## src/rtl/fb_bridge.sv

```systemverilog
module fb_bridge #(
  parameter logic [6:0] WIN_TAG = 7'h39
) (
  input  logic        clk,
  input  logic        rst_n,
  input  logic        cfg_done,
  input  logic [23:1] host_addr,
  input  logic        as_n,
  input  logic        uds_n,
  input  logic        lds_n,
  input  logic        rw,
  input  logic [15:0] host_wdata,
  output logic [15:0] host_rdata,
  output logic        dtack_n,
  input  logic        vid_req,
  input  logic [15:0] vid_addr,
  output logic        vid_ack,
  output logic [15:0] vid_data,
  output logic [15:0] mem_addr,
  output logic        mem_oe_n,
  output logic [3:0]  mem_we_n,
  output logic [15:0] mem_wdata,
  input  logic [15:0] mem_rdata
);

  typedef enum logic [1:0] {S_IDLE, S_ACC, S_HOLD} st_t;
  st_t st;
  logic [15:0] rd_q;

  wire hit     = !as_n && !(uds_n && lds_n) && cfg_done && (host_addr[23:17] == WIN_TAG);
  wire host_go = (st == S_ACC) && !as_n;

  always_ff @(posedge clk or negedge rst_n)
    if (!rst_n) begin
      st      <= S_IDLE;
      vid_ack <= 1'b0;
      rd_q    <= '0;
    end else begin
      vid_ack <= vid_req;
      case (st)
        S_IDLE: if (hit && !vid_req) st <= S_ACC;
        S_ACC: begin
          st <= as_n ? S_IDLE : S_HOLD;
          if (host_go && rw) rd_q <= mem_rdata;
        end
        S_HOLD: if (as_n) st <= S_IDLE;
        default: st <= S_IDLE;
      endcase
    end

  assign dtack_n    = (st != S_HOLD);
  assign host_rdata = rd_q;
  assign mem_addr   = vid_ack ? vid_addr : host_addr[16:1];
  assign mem_oe_n   = !(vid_ack || (host_go && rw));
  assign mem_we_n   = (host_go && !rw) ? {uds_n, uds_n, lds_n, lds_n} : 4'hF;
  assign mem_wdata  = host_wdata;
  assign vid_data   = mem_rdata;

endmodule

```

## config.mk

```make
export PLATFORM = sky130hd
export DESIGN_NAME = fb_bridge
export DESIGN_NICKNAME = d
export VERILOG_FILES = /design/src/rtl/fb_bridge.sv
export SDC_FILE = /design/constraint.sdc
export NUM_CORES = 1
export LEC_CHECK = 0
export BUFFER_PORTS_ARGS = -buffer_cell sky130_fd_sc_hd__buf_2
export CORE_MARGIN = 3
export CORE_UTILIZATION = 34
export CTS_BUF_LIST = sky130_fd_sc_hd__clkbuf_2 sky130_fd_sc_hd__clkbuf_4 sky130_fd_sc_hd__clkbuf_8
export CTS_CLUSTER_DIAMETER = 60
export DETAILED_ROUTE_END_ITERATION = 16
export PLACE_DENSITY_LB_ADDON = 0.1
export SYNTH_ARGS = -nofsm -noshare
export SYNTH_HDL_FRONTEND = slang
export SYNTH_SLANG_ARGS = --single-unit
```

## constraint.sdc

```tcl
create_clock -name clk -period 2 [get_ports clk]
set_clock_uncertainty 0.1 [all_clocks]
set_input_delay 0.3 -clock clk [delete_from_list [all_inputs] [get_ports clk]]
set_output_delay 0.3 -clock clk [all_outputs]
set_load 0.005 [all_outputs]
```

==> reports/metrics.yaml <==
outcome:
  status: "completed"
critical_path:
  worstPathArrival_ps: 1400
  path_class: "reg2out"
  worstSetupEndpointType: "primary output"
  startpoint_type: "flip-flop"
  cp.required_ps: 1600
  cp_max_fo: 17
global_routing:
  grt_overflow: 0
  grt_pass1_wl_mm: 3.898
  antenna_found_initial: 0
  grt_pass1_vias: 882
  grtUsageTotal_pct: 11.40
  grt_max_degree: 20
timing:
  setup_tns_ps: 0
  slew_viol_final: 0
  period_needed_ps: 1796
  rsz0062_at_grt: "false"
  fmax_ghz: 0.5567
  setup_violations: 0
  hold_slack_ps: 72.98
  worst_slew_pin_slew_ps: 414.5
  finalHoldViolations: 0
  slew_headroom_pct: 72.37
  post-route-period-util_pct: 89.81
power:
  p_int_uw: 627.6
  p_sw_uw: 181.6
  pwr-share-comb_pct: 20.2
  seqPwrFrac_pct: 48.0
  switching_share_pct: 22.44
  powerDensity_mw_per_mm2: 481.2
  ir_worst_vdd_v: 0.0003346
  power_uw: 809.1
  leakagePower_uw: 0.0009663
  clkPwrFrac_pct: 31.8
yosys:
  synth_edf_count: 0
  synth_top_area_share_pct: 37.62
  syn_nets: 181
  synth_most_common_cell: "buf_4"
  yosys_most_used_dff: "dfrtp_1"
  syn_area_mm2: 0.001264
  ys_seq_area_share_pct: 37.62
  synth.ff_latch_count: 19
  ys_warn_count: 0
  synth_cell_type_count: 16
  syn_area_per_cell_um2: 12.39
  ys_async_sr_fraction_pct: 100.0
  synth_common_cells: "buf_4 (34), mux2_2 (23), dfrtp_1 (19)"
  synth.largest_area_cell: "dfrtp_1"
  synthCells: 102
  synth.top_cells.by_area: "dfrtp_1 (38%), mux2_2 (20%), buf_4 (20%)"
routing:
  via_count: 1019
  ant_nets: 0
  drc: 0
  post_drt_wl_per_cell_um: 12.08
  initialDrtViolationCount: 19
  viasPerCell: 4.355
  first_pass_iters: 4
  drt_wl_total_mm: 2.827
die:
  die_area_mm2: 0.004484
  row_count: 21
  initial_core_util_pct: 36.44
  die_w_um: 66.97
  io_pins: 150
  core-area_mm2: 0.003468
  die_h_um: 66.97
placement:
  dp_hpwl_mm: 2.344
  routabilityCongestion: 0.6366
  place_area_mm2: 0.001625
  portBuffers: 117
job:
  cap_viol_max_count: 0
layout:
  drive_gt1_share_pct: 82.45
  fillers: 361
  utilization_pct: 48.48
  final_area_mm2: 0.001682
  area_delta_synth_final_pct: 33.07
  antenna_cells: 0
  layout.nets: 268
cts:
  htreeDepth: 1
  post_cts_resized: 0
  clock_latency_ps: 250
  cts_tree: "yes"
  cts_root_buf: "clkbuf_8"
  cts_buffer_depth: 2
  postCtsHoldBufs: 1
  clkTransAtPathRegs_ps: 70
  clock_sink_count: 19
  cts_buffers: 3
  postCtsSetupRepairBufs: 0
min_path:
  hold_class: "in2reg"
## registers in the layout, summed over array words and instances (netlist names)
register,cells
vid_ack,1
host_rdata,16
st,2
## worst paths after layout
path | from | endpoint | slack [ps] | depth (start not counted)
worst max register to register | st[1]$_DFFE_PN0P_ | host_rdata[8]$_DFFE_PN0P_ | 470 | 3
max in group asynchronous | rst_n | vid_ack$_DFF_PN0_ | 1090 | 2
min in group asynchronous | rst_n | host_rdata[15]$_DFFE_PN0P_ | 420 | 2
worst min-delay path | vid_req | vid_ack$_DFF_PN0_ | 70 | 1
worst min register to register | host_rdata[7]$_DFFE_PN0P_ | host_rdata[7]$_DFFE_PN0P_ | 400 | 1
worst max-delay path | st[1]$_DFFE_PN0P_ | mem_oe_n | 200 | 4
## final cells by class
| cell class | count | area [µm²] | area share, % |
|---|---|---|---|
| Clock inverter | 1 | 5.005 | 0.2976 |
| Multi-Input combinational cell | 45 | 491.7 | 29.24 |
| Timing Repair Buffer | 120 | 610.6 | 36.31 |
| Sequential cell | 19 | 475.5 | 28.27 |
| Clock buffer | 3 | 41.29 | 2.455 |
| Tap cell | 46 | 57.56 | 3.423 |
## placed cells by master (no fill, tap or decap)
cell type	count
nand2_1	1
clkinv_2	1
dlygate4sd3_1	1
or2b_1	1
and4bb_1	1
and4_1	1
mux2_4	9
nor2_1	1
buf_4	2
nor4b_1	2
buf_2	117
nor4bb_1	2
dfrtp_1	19
mux2_2	23
a21oi_1	1
clkbuf_8	3
nand2b_1	3
## logic make-up (layout without fill, tap and decap cells)
kind of cell,after synthesis,after routing,synth area share (%)
AOI/OAI and AO/OA,1,1,0.3957
buffers and inverters,38,124,23.46
DFF,19,19,37.62
muxes,32,32,31.19
and+or+nand+nor,12,12,7.327
## worst max-delay path: stages, from the launching register on
cell	delay [ps]
dfrtp_1	410
and4bb_1	270
buf_4	270
nor2_1	60
buf_2	130
## power by group through the flow
stage          clock network (µW)  logic (µW)  registers (µW)
5_1_grt                       293         183             388
6_report                      257         163             388
4_1_cts                       273         167             388
3_3_place_gp                    0         164             396
3_5_place_dp                    0         164             396
2_1_floorplan                   0        98.2             396
## stage by stage
step | cells | setup WS [ps]
floorplan | 102 | 507.5
global placement | 229 | 471.7
detailed placement | 229 | 455.3
CTS | 234 | 177.2
global route | 234 | 110.6
finish | 234 | 203.7
## layer usage
layer | up-vias | GRT usage [%] | routed length (µm)
li1 | 493 | - | -
met1 | 455 | 13.98 | 1067
met2 | 63 | 18.56 | 1422
met3 | 8 | 4.047 | 302
met4 | 0 | 3.544 | 35
met5 | - | 0 | 0
(Power assumes the default switching activity.)
